$ cat config.mk
export PLATFORM = sky130hd
export DESIGN_NAME = sfifo_rd_port
export DESIGN_NICKNAME = d
export VERILOG_FILES = /design/src/rtl/sfifo_pkg.sv /design/src/rtl/sfifo_bank.sv /design/src/rtl/sfifo_rd_sel.sv /design/src/rtl/sfifo_rd_port.sv
export SDC_FILE = /design/constraint.sdc
export NUM_CORES = 1
export LEC_CHECK = 0
export ABC_AREA = 1
export CAP_MARGIN = 20
export CORE_MARGIN = 3
export CORE_UTILIZATION = 60
export DETAILED_ROUTE_END_ITERATION = 7
export GPL_ROUTABILITY_DRIVEN = 0
export PLACE_DENSITY = 0.82
export SYNTH_ARGS = -nofsm -noshare
export SYNTH_HDL_FRONTEND = slang
export SYNTH_SLANG_ARGS = --single-unit
export TNS_END_PERCENT = 50
$ cat constraint.sdc
create_clock -name clk -period 3.8 [get_ports clk]
set_clock_uncertainty 0.2 [all_clocks]
set_input_delay 0.38 -clock clk [delete_from_list [all_inputs] [get_ports clk]]
set_output_delay 0.38 -clock clk [all_outputs]
set_load 0.05 [all_outputs]
$ cat src/rtl/sfifo_pkg.sv
package sfifo_pkg;
    localparam int SEL_W     = 2;
    localparam int NUM_FIFOS = 1 << SEL_W;
    typedef logic [SEL_W-1:0] fsel_t;
endpackage

$ cat src/rtl/sfifo_bank.sv
module sfifo_bank #(
    parameter int DATA_W = 16,
    parameter int DEPTH  = 8
) (
    input  logic              clk,
    input  logic              rst_n,
    input  logic              push_i,
    input  logic [DATA_W-1:0] push_data_i,
    input  logic              pop_i,
    output logic [DATA_W-1:0] head_o,
    output logic              empty_o,
    output logic              full_o
);
    localparam int AW = $clog2(DEPTH);

    typedef struct packed {
        logic [AW:0] wptr;
        logic [AW:0] rptr;
    } bank_st_t;

    bank_st_t st_d, st_q;
    logic [DATA_W-1:0] mem_q [DEPTH];
    logic do_push, do_pop;

    always_comb begin
        st_d    = st_q;
        empty_o = (st_q.wptr == st_q.rptr);
        full_o  = (st_q.wptr[AW] != st_q.rptr[AW]) &&
                  (st_q.wptr[AW-1:0] == st_q.rptr[AW-1:0]);
        do_push = push_i && !full_o;
        do_pop  = pop_i && !empty_o;
        if (do_push) st_d.wptr = st_q.wptr + 1'b1;
        if (do_pop)  st_d.rptr = st_q.rptr + 1'b1;
        head_o  = mem_q[st_q.rptr[AW-1:0]];
    end

    always_ff @(posedge clk or negedge rst_n) begin
        if (!rst_n) st_q <= '0;
        else        st_q <= st_d;
    end

    always_ff @(posedge clk) begin
        if (do_push) mem_q[st_q.wptr[AW-1:0]] <= push_data_i;
    end

    p_no_overflow_r9: assert property (@(posedge clk) disable iff (!rst_n)
        (st_q.wptr - st_q.rptr) <= (AW+1)'(DEPTH));
    p_full_drop_r9: assert property (@(posedge clk) disable iff (!rst_n)
        full_o && push_i |=> st_q.wptr == $past(st_q.wptr));
    p_pop_step_r5: assert property (@(posedge clk) disable iff (!rst_n)
        pop_i && !empty_o |=> st_q.rptr == $past(st_q.rptr) + 1'b1);
    p_empty_pop_r7: assert property (@(posedge clk) disable iff (!rst_n)
        pop_i && empty_o |=> $stable(st_q.rptr));
endmodule

$ cat src/rtl/sfifo_rd_sel.sv
module sfifo_rd_sel
    import sfifo_pkg::*;
(
    input  logic                 clk,
    input  logic                 rst_n,
    input  fsel_t                fifo_addr_i,
    input  logic                 cs_n_i,
    input  logic                 rd_n_i,
    output fsel_t                sel_o,
    output logic [NUM_FIFOS-1:0] pop_o
);
    typedef struct packed {
        fsel_t sel;
    } sel_st_t;

    sel_st_t st_d, st_q;
    logic    rd_valid;

    always_comb begin
        st_d     = st_q;
        st_d.sel = fifo_addr_i;
        rd_valid = !cs_n_i && !rd_n_i;
        sel_o    = st_q.sel;
    end

    for (genvar g = 0; g < NUM_FIFOS; g++) begin : g_pop
        assign pop_o[g] = rd_valid && (st_q.sel == fsel_t'(g));
    end

    always_ff @(posedge clk or negedge rst_n) begin
        if (!rst_n) st_q <= '0;
        else        st_q <= st_d;
    end

    p_addr_delay_r6: assert property (@(posedge clk) disable iff (!rst_n)
        1'b1 |=> sel_o == $past(fifo_addr_i));
    p_single_pop_r5: assert property (@(posedge clk) disable iff (!rst_n)
        $onehot0(pop_o));
endmodule

$ cat src/rtl/sfifo_rd_port.sv
module sfifo_rd_port
    import sfifo_pkg::*;
#(
    parameter int DATA_W = 16,
    parameter int DEPTH  = 8
) (
    input  logic              clk,
    input  logic              rst_n,
    input  logic              push_en,
    input  logic [1:0]        push_sel,
    input  logic [DATA_W-1:0] push_data,
    output logic              push_full,
    input  logic [1:0]        fifo_addr,
    input  logic              cs_n,
    input  logic              oe_n,
    input  logic              rd_n,
    output logic [DATA_W-1:0] bus_data,
    output logic              bus_drive,
    output logic              empty
);
    fsel_t                sel;
    logic [NUM_FIFOS-1:0] pop_vec, empty_vec, full_vec;
    logic [DATA_W-1:0]    head_vec [NUM_FIFOS];

    sfifo_rd_sel i_sel (
        .clk        (clk),
        .rst_n      (rst_n),
        .fifo_addr_i(fifo_addr),
        .cs_n_i     (cs_n),
        .rd_n_i     (rd_n),
        .sel_o      (sel),
        .pop_o      (pop_vec)
    );

    for (genvar g = 0; g < NUM_FIFOS; g++) begin : g_bank
        sfifo_bank #(.DATA_W(DATA_W), .DEPTH(DEPTH)) i_bank (
            .clk        (clk),
            .rst_n      (rst_n),
            .push_i     (push_en && (push_sel == fsel_t'(g))),
            .push_data_i(push_data),
            .pop_i      (pop_vec[g]),
            .head_o     (head_vec[g]),
            .empty_o    (empty_vec[g]),
            .full_o     (full_vec[g])
        );
    end

    always_comb begin
        bus_data  = head_vec[sel];
        empty     = empty_vec[sel];
        bus_drive = !oe_n;
        push_full = full_vec[push_sel];
    end

    p_no_pop_idle_r4: assert property (@(posedge clk) disable iff (!rst_n)
        (cs_n || rd_n) |-> pop_vec == '0);
    p_oe_no_pop_r2: assert property (@(posedge clk) disable iff (!rst_n)
        !oe_n && (cs_n || rd_n) && !push_en && (fifo_addr == sel)
        |=> $stable(bus_data) && $stable(empty));
endmodule

# ---- Word level (Yosys, flattened, before mapping)
# Memories as Yosys holds them, arrays and structs flattened.
# Index checks and enable logic that the tools add are counted.
dict set report classes {
  eq_ne 18
  n_bitwise 1
  n_reduce_logical 34
  n_addsub 8
  magnitude_cmp 3
  muxes 15
}
# operator n
set op_table {}
lappend op_table {{$add 4x1->4 const B} 8}
lappend op_table {{$bmux 16 s2} 1}
lappend op_table {{$mux 16} 2}
lappend op_table {{$logic_and 1x1->1} 21}
lappend op_table {{$eq 4x4->1} 4}
lappend op_table {{$eq 3x3->1} 4}
lappend op_table {{$logic_not 1->1} 11}
lappend op_table {{$mux 1} 10}
lappend op_table {{$eq 2x2->1 const B} 4}
lappend op_table {{$lt 2x3->1 const B} 2}
lappend op_table {{$bmux 1 s2} 2}
lappend op_table {{$eq 2x1->1 const B} 2}
lappend op_table {{$logic_not 2->1} 2}
lappend op_table {{$ne 1x1->1} 4}
lappend op_table {{$ge 3x3->1 const B} 1}
lappend op_table {{$not 2->3} 1}
dict set report word_totals {
  ff_bits 34
  n_memories 4
  ramBits 512
  in_bits 26
}
# name words word_bits read_ports rd_clocked_by_memory_dff wr line
set memory_table {}
lappend memory_table {{g_bank[0].i_bank.mem_q} 8 16 1 0 1 sfifo_bank.sv:22} ;# logic [DATA_W-1:0] mem_q [DEPTH];
lappend memory_table {{g_bank[1].i_bank.mem_q} 8 16 1 0 1 sfifo_bank.sv:22}
lappend memory_table {{g_bank[2].i_bank.mem_q} 8 16 1 0 1 sfifo_bank.sv:22}
lappend memory_table {{g_bank[3].i_bank.mem_q} 8 16 1 0 1 sfifo_bank.sv:22}

# ---- Logic depth before layout (Yosys ltp)
# Gate-level depths: netlist of run 1.
dict set report depth {
  word_depth 6
  depth_mapped 12
  mapped_depth_nobuf 9
}

# ---- Modules after synthesis
# From an unflattened synthesis of run 1, not the netlist that was laid out.
dict set report unflattened {
  hier_cells 2031
  area_unflattened_um2 23306.1
}
# mod cells_per_inst n_inst seq_area_each_um2 area_each_um2
set by_module_without_submodules {}
lappend by_module_without_submodules {sfifo_bank 450 4 4043.9 5572.8}
lappend by_module_without_submodules {sfifo_rd_port 216 1 0.0 913.4}
lappend by_module_without_submodules {sfifo_rd_sel 15 1 50.0 101.3}

# ---- Least setup slack after synthesis of run 1
# OpenSTA, ideal clock, no wires.
dict set report synth_timing {
  kind {reg2reg}
  start {register g_bank[0].i_bank.st_q[1] in the netlist's numbering}
  end {memory g_bank[0].i_bank.mem_q[6][0] (enable)}
  period_less_slack_ns 2.766
  setup_time_ns 0.409
  path_stages_with_launch 9
  path_buffers 1
  slack_ns 1.034
  arrival_ns 2.157
  path_cell_list {dfrtp_1 buf_2 inv_2 nand2_1 nand2_1 nor2_4 nand3_2 nand3_2 nor3_1}
}
dict set report synth_via {
  elab_chain_len 6
}
# item line
set synth_rtl {}
lappend synth_rtl {{start: declaration} sfifo_bank.sv:21} ;# bank_st_t st_d, st_q;
lappend synth_rtl {{start signal: assignment} sfifo_bank.sv:39} ;# else st_q <= st_d;
lappend synth_rtl {{$eq 3x3->1} sfifo_bank.sv:29} ;# (st_q.wptr[AW-1:0] == st_q.rptr[AW-1:0]);
lappend synth_rtl {{$logic_and 1x1->1} sfifo_bank.sv:28} ;# full_o = (st_q.wptr[AW] != st_q.rptr[AW]) &&
lappend synth_rtl {{$logic_not 1->1} sfifo_bank.sv:30} ;# do_push = push_i && !full_o;
lappend synth_rtl {{$logic_and 1x1->1} sfifo_bank.sv:30}
lappend synth_rtl {{$mux 1} sfifo_bank.sv:43} ;# if (do_push) mem_q[st_q.wptr[AW-1:0]] <= push_data_i;
lappend synth_rtl {{$mux 1 (implied by the code)} sfifo_bank.sv:43}
lappend synth_rtl {{end: declaration} sfifo_bank.sv:22}
# Every way passes these cells.

# ---- Worst setup path after layout of run 1
dict set report layout_timing {
  start {register g_bank[1].i_bank.st_q[0] in the netlist's numbering}
  end {output push_full}
}
dict set report layout_via {
  elab_chain_len 4
}
# item line
set layout_rtl {}
lappend layout_rtl {{start: declaration} sfifo_bank.sv:21}
lappend layout_rtl {{start signal: assignment} sfifo_bank.sv:39}
lappend layout_rtl {{$eq 3x3->1} sfifo_bank.sv:29}
lappend layout_rtl {{$logic_and 1x1->1} sfifo_bank.sv:28}
lappend layout_rtl {{$bmux 1 s2} sfifo_rd_port.sv:52} ;# push_full = full_vec[push_sel];
lappend layout_rtl {{$mux 1 (implied by the code)} sfifo_rd_port.sv:52}
lappend layout_rtl {{end: declaration} sfifo_rd_port.sv:12} ;# output logic push_full,
# Every way passes these cells. The select of a mux whose other input is x is not followed.

==> results of run 1 <==
path summary, 6_finish.rpt:
| path | start | to | slack, ns | cells after the start |
|---|---|---|---|---|
| setup / recovery | g_bank[1].i_bank.st_q[0] | push_full | 0.18 | 10 |
| hold / removal | fifo_addr[0] | i_sel.sel_o[0] | 0.17 | 1 |
| setup reg to reg | g_bank[1].i_bank.st_q[0] | g_bank[1].i_bank.mem_q[0][3] | 0.90 | 9 |
| hold reg to reg | g_bank[2].i_bank.st_q[7] | g_bank[2].i_bank.st_q[7] | 0.35 | 2 |
| max in group asynchronous | rst_n | g_bank[3].i_bank.st_q[0] | 2.53 | 2 |
| min in group asynchronous | rst_n | g_bank[2].i_bank.st_q[0] | 0.24 | 2 |
sequential cells by signal (all words and copies together) (netlist names):
signal               flops
g_bank.i_bank.st_q      32
g_bank.i_bank.mem_q    512
i_sel.sel_o              2
critical path, stage by stage (launching register included):
cell     delay [ns]
dfrtp_2        0.77
inv_2          0.41
buf_12         0.27
nand2_1        0.08
nand2_2        0.08
nor3_4         0.20
nand3_1        0.10
nand2_1        0.08
inv_1          0.04
nand2_1        0.19
buf_12         0.17
cells in the final DEF, fill, tap and decap left out, types with 2 or more instances in the layout:
| cell type | n |
|---|---|
| nand3_2 | 6 |
| ha_1 | 8 |
| o21ai_1 | 4 |
| dfrtp_2 | 4 |
| edfxtp_1 | 512 |
| xnor2_1 | 15 |
| nand4_1 | 3 |
| xor2_1 | 14 |
| clkbuf_8 | 3 |
| buf_12 | 14 |
| inv_1 | 378 |
| o21a_1 | 2 |
| clkdlybuf4s50_1 | 22 |
| clkinv_2 | 5 |
| buf_4 | 79 |
| nand2_4 | 4 |
| clkbuf_1 | 17 |
| buf_2 | 4 |
| nor3_4 | 3 |
| nor3_1 | 2 |
| nor2_2 | 5 |
| inv_2 | 10 |
| nor3_2 | 12 |
| xor2_2 | 2 |
| dfrtp_1 | 30 |
| clkinv_1 | 17 |
| nand3_1 | 386 |
| nand2_2 | 7 |
| nand2_1 | 840 |
| clkbuf_16 | 55 |
| nor2_4 | 2 |
| nor2_1 | 32 |
cells by family after synthesis:
logic type / Yosys count / synth area share (%)
flops: 546 / 66.7
buf+inv: 497 / 8.66
compound gates: 7 / 0.164
fa+ha+maj: 8 / 0.411
simple gates: 1303 / 22.9
xor+xnor: 31 / 1.18
where the power goes:
part	internal, mW	switching (mW)
clock network	2.77	2.16
logic	1.97	4.45
registers	6.93	0.345
cell usage after synthesis (6+ instances only):
cell type    n  area (sq um)
nand3_1    386          1930
inv_1      378          1420
buf_6        8          90.1
nand2_1    840          3150
buf_2       53           265
ha_1         8           100
inv_2       10          37.5
dfrtp_1     34           851
nand2_2      7          43.8
nor3_1       9          45.0
edfxtp_1   512         15400
xnor2_1     15           131
buf_4       30           225
nand3_2      6          60.1
xor2_1      14           123
clkbuf_1     9          33.8
buf_1        6          22.5
nor2_1      32           120
stage by stage:
| stage | worst slack [ns] | cells |
|---|---|---|
| after floorplan | 1.03 | 2392 |
| after global placement | 0.908 | 2928 |
| after detailed placement | 0.845 | 2928 |
| after CTS | 0.260 | 3028 |
| after global routing | 0.0268 | 3028 |
| final | 0.179 | 3028 |
area by class of cell:
| cell class | count | area share (%) |
|---|---|---|
| Tap cell | 525 | 2.42 |
| Clock buffer | 75 | 5.46 |
| Inverter | 389 | 5.38 |
| Timing Repair Buffer | 120 | 4.14 |
| Clock inverter | 24 | 0.484 |
| Sequential cell | 546 | 59.8 |
| Multi-Input combinational cell | 1349 | 22.3 |
layer usage:
layer	track usage (%)	up-vias	share of wire, %
li1	-	7836	-
met3	4.58	227	9.7
met5	0	-	0.022
met2	45.4	976	48
met4	14.0	2	5.3
met1	36.6	8089	37
==> results by group, run 1 <==
Critical path
  – Worst Setup End Kind: output pin
  – Critical-path maximum fanout: 34
  – Req. time, crit path: 3.22 ns
  – CP Launch Type: flip-flop
  – Critical path class: reg -> out
  – Critical Path AT: 3.04 ns

Drt
  – Via total after detailed routing: 17130
  – DRC: 0
  – DR iter-0 viols: 2219
  – First-pass DRT Iterations: 6
  – Drt total wl: 60300 um
  – WL per Instance: ~20 um
  – DRT antenna net count: 0
  – Vias/cell: between 5 and 6

CTS
  – CTS clk-pin slew, worst paths: 0.06 ns
  – CTS Buffer Depth: 3
  – CTS tree: done
  – CTS Hold Bufs: 1
  – TritonCTS buffer count: between 50 and 60
  – Clk root buf: clkbuf_16
  – Post-CTS setup buffer count: 0
  – Clock sinks: roughly 550
  – CTS resizes: 0
  – Worst-Skew Late Latency: 0.60 ns
  – Htree depth: 2

Final layout
  – # diodes: 0
  – Layout Utilization: between 60% and 70%
  – Number of fill cells: roughly 2700
  – Storage cell area: approximately 16000 sq um
  – Final instance area: between 20000 and 30000 sq um
  – Share of cells above drive strength 1: under 10%
  – Layout area overhead: 11.5%
  – Final layout net count: around 2500
  – Area occupied by multi-input gates: roughly 6000 sq um

STA
  – Final period util: 95.3%
  – Worst slew pin tran: around 0.9 ns
  – Max frequency: between 200 and 300 MHz
  – Setup TNS: 0 ns
  – Slew margin rel.: 39.9%
  – Pins Over Slew Limit: 0
  – Min Hold Slack: roughly 0.17 ns
  – Setup violators final: 0
  – Unrepaired setup endpoints after global routing: no
  – Tmin final: 3.62 ns
  – Final hold vios: 0

Synthesis
  – Main synth FF type: edfxtp_1
  – Post-Syn Area per Cell: a little over 10 sq um
  – Cells after Synth: about 2400
  – Number of flops mapped to enable cells by yosys: approximately 510
  – Yosys warns: 0
  – Post-Syn Area: around 24000 sq um
  – Synth async-reset ratio: 6.23%
  – Cell variety after synth: 31
  – Post-Syn Nets: ~2400
  – Yosys reg bits: approximately 550
  – Seq/Total Area, Yosys: about 67%

Pwr
  – Leakage Power: 11.7 nW
  – Pwr Total: 18.6 mW
  – PwrDens: ~700 nW/um^2
  – Peak VDD IR: slightly above 0.5 mV

Floorplan
  – Die footprint: roughly 43000 sq um
  – Die height: 207 um
  – Cell Rows: 73
  – Initial Utilization: 61.0%
  – Top-level I/O count: 45
  – Horiz. Die Dim: roughly 210 um
  – Core area: between 30000 and 40000 sq um

Place
  – Final HPWL DP: ~37000 um
  – DP Area: between 20000 and 30000 sq um
  – IO Port Bufs: 44

Global route
  – Antenna violations before repair: 3
  – Overflow after GRT: 0
  – Largest net degree at the start of global routing: ~70
  – Total track usage: about 28%
  – First-pass GRT wire length: slightly above 90000 um
  – Vias in the first global route: between 15000 and 20000

Job
  – MaxCap Viol Count: 0

Min path
  – Worst hold path type: in -> reg

Outcome
  – Status: finished clean
Note: power is estimated with default switching activity, not from simulation.
==> inputs of run 2 (changes only) <==
--- a/config.mk
+++ b/config.mk
@@ -8,10 +8,10 @@
 export ABC_AREA = 1
 export CAP_MARGIN = 20
 export CORE_MARGIN = 3
-export CORE_UTILIZATION = 60
+export CORE_UTILIZATION = 50
 export DETAILED_ROUTE_END_ITERATION = 7
 export GPL_ROUTABILITY_DRIVEN = 0
-export PLACE_DENSITY = 0.82
+export PLACE_DENSITY = 0.71
 export SYNTH_ARGS = -nofsm -noshare
 export SYNTH_HDL_FRONTEND = slang
 export SYNTH_SLANG_ARGS = --single-unit
==> results by group, run 2 (synthesis gave the netlist of run 1 again) <==
Outcome
  – Status: finished clean

Final layout
  – # diodes: 0
  – Max FFs per register: approximately 510
  – Layout area overhead: 13.0%
  – Most frequent cells in the layout: nand2_1 (840), edfxtp_1 (512), nand3_1 (386)
  – Most common cell after layout, fill and taps aside: nand2_1
  – Share of cells above drive strength 1: roughly a tenth
  – Final layout net count: roughly 2500
  – Final instance area: 27500 sq um

Global route
  – First-pass GRT wire length: roughly 91000 um
  – Total track usage: between 20% and 30%
  – Overflow after GRT: 0
  – Antenna violations before repair: 1
  – Largest net degree at the start of global routing: 69
  – Vias in the first global route: roughly 16000

Place
  – DP Area: 25500 sq um
  – Final HPWL DP: around 35000 um
  – IO Port Bufs: 44

Drt
  – WL per Instance: ~19 um
  – Vias/cell: 5.25
  – DR iter-0 viols: approximately 1800
  – Drt total wl: slightly below 60000 um
  – Via total after detailed routing: ~16000
  – DRT antenna net count: 0
  – First-pass DRT Iterations: 8
  – DRC: 0

Min path
  – Worst hold path type: in -> reg
  – Hold path startpoint: fifo_addr[0]

Floorplan
  – Die footprint: around 51000 sq um
  – Cell Rows: 80
  – Core area: 47900 sq um
  – Die height: 227 um
  – Initial Utilization: between 50% and 60%
  – Top-level I/O count: between 40 and 50
  – Horiz. Die Dim: between 200 and 250 um

Critical path
  – Critical path class: reg -> out
  – Critical-path maximum fanout: 12
  – Crit path from: i_sel.sel_o[1]
  – Critical Path AT: between 2 and 3 ns
  – R2R Path Start: g_bank[0].i_bank.st_q[0]
  – Worst Setup End Kind: output pin
  – Req. time, crit path: about 3.2 ns
  – CP Launch Type: flip-flop

CTS
  – Post-CTS setup buffer count: 0
  – CTS clk-pin slew, worst paths: about 0.060 ns
  – Worst-Skew Late Latency: between 0.6 and 0.7 ns
  – CTS tree: done
  – Clock sinks: 546
  – CTS resizes: 0
  – Clk root buf: clkbuf_16
  – TritonCTS buffer count: 55
  – CTS Hold Bufs: 1
  – CTS Buffer Depth: 3
  – Htree depth: 2

STA
  – Setup TNS: 0 ns
  – Pins Over Slew Limit: 0
  – Final period util: 90.2%
  – Final hold vios: 0
  – Unrepaired setup endpoints after global routing: no
  – Tmin final: 3.43 ns
  – Worst slew pin tran: slightly below 1 ns
  – Max frequency: between 200 and 300 MHz
  – Slew margin rel.: between 30% and 40%
  – Setup violators final: 0

Pwr
  – Pwr Total: approximately 19 mW
  – PwrDens: roughly 700 nW/um^2
  – Peak VDD IR: roughly 0.64 mV
  – Leakage Power: about 12 nW

Job
  – MaxCap Viol Count: 0
run 2: changes by cell type in the layout (fill, tap and decap cells not counted), moves of 2 or more:
cell / delta
clkbuf_8: -2
clkbuf_1: -9
buf_2: -3
clkinv_2: +9
buf_12: -9
bufinv_16: +12
clkinv_1: -8
clkdlybuf4s50_1: +3
buf_4: +10
run 2: area by class of cell:
cell class	instances	area, sq um
inverter	389	1460
clock buffer	65	1450
timing repair buffer	121	1030
sequential	546	16200
multi-input combinational	1349	6040
clock inverter	39	531
fill	3903	20400
tap	615	769
run 2: layer usage:
layer	track usage, %	wire length (um)
met5	0	17
met4	8.66	1990
met3	3.21	4880
met2	38.8	28000
met1	32.5	24500
run 2: worst paths after layout:
check | cells past startpoint | slack, ns | end
worst max-delay path | 8 | 0.37 | bus_data[0]
min in group asynchronous | 2 | 0.25 | g_bank[1].i_bank.st_q[2]
worst min-delay path | 1 | 0.13 | i_sel.sel_o[0]
worst max register to register | 8 | 1.20 | g_bank[0].i_bank.mem_q[4][8]
worst min register to register | 2 | 0.34 | g_bank[3].i_bank.st_q[3]
max in group asynchronous | 2 | 2.43 | g_bank[3].i_bank.st_q[0]
run 2: through the flow:
stage                     util, %  std cells  hold WS [ns]  setup slack [ns]
final                        57.4       3124         0.133             0.374
after global routing         57.4       3124         0.123             0.286
after CTS                    57.4       3124        0.0946             0.410
after detailed placement     53.2       3019         0.324              1.07
after global placement       53.2       3019         0.322              1.10
after floorplan                 -       2392        -0.116              1.03
run 2: worst max-delay path, cell delays in order (launching register included):
cell,delay (ns)
dfrtp_1,0.50
inv_1,0.13
nor2_2,0.53
buf_4,0.28
nand3_1,0.15
nand2_1,0.16
inv_1,0.06
nand2_1,0.19
buf_4,0.24
run 2: report_power, final:
part | switching [mW] | total, mW | internal (mW)
sequential | 0.257 | 7.18 | 6.93
clock | 2.24 | 5.84 | 3.60
combinational | 4.45 | 6.24 | 1.80
total | 6.94 | 19.3 | 12.3
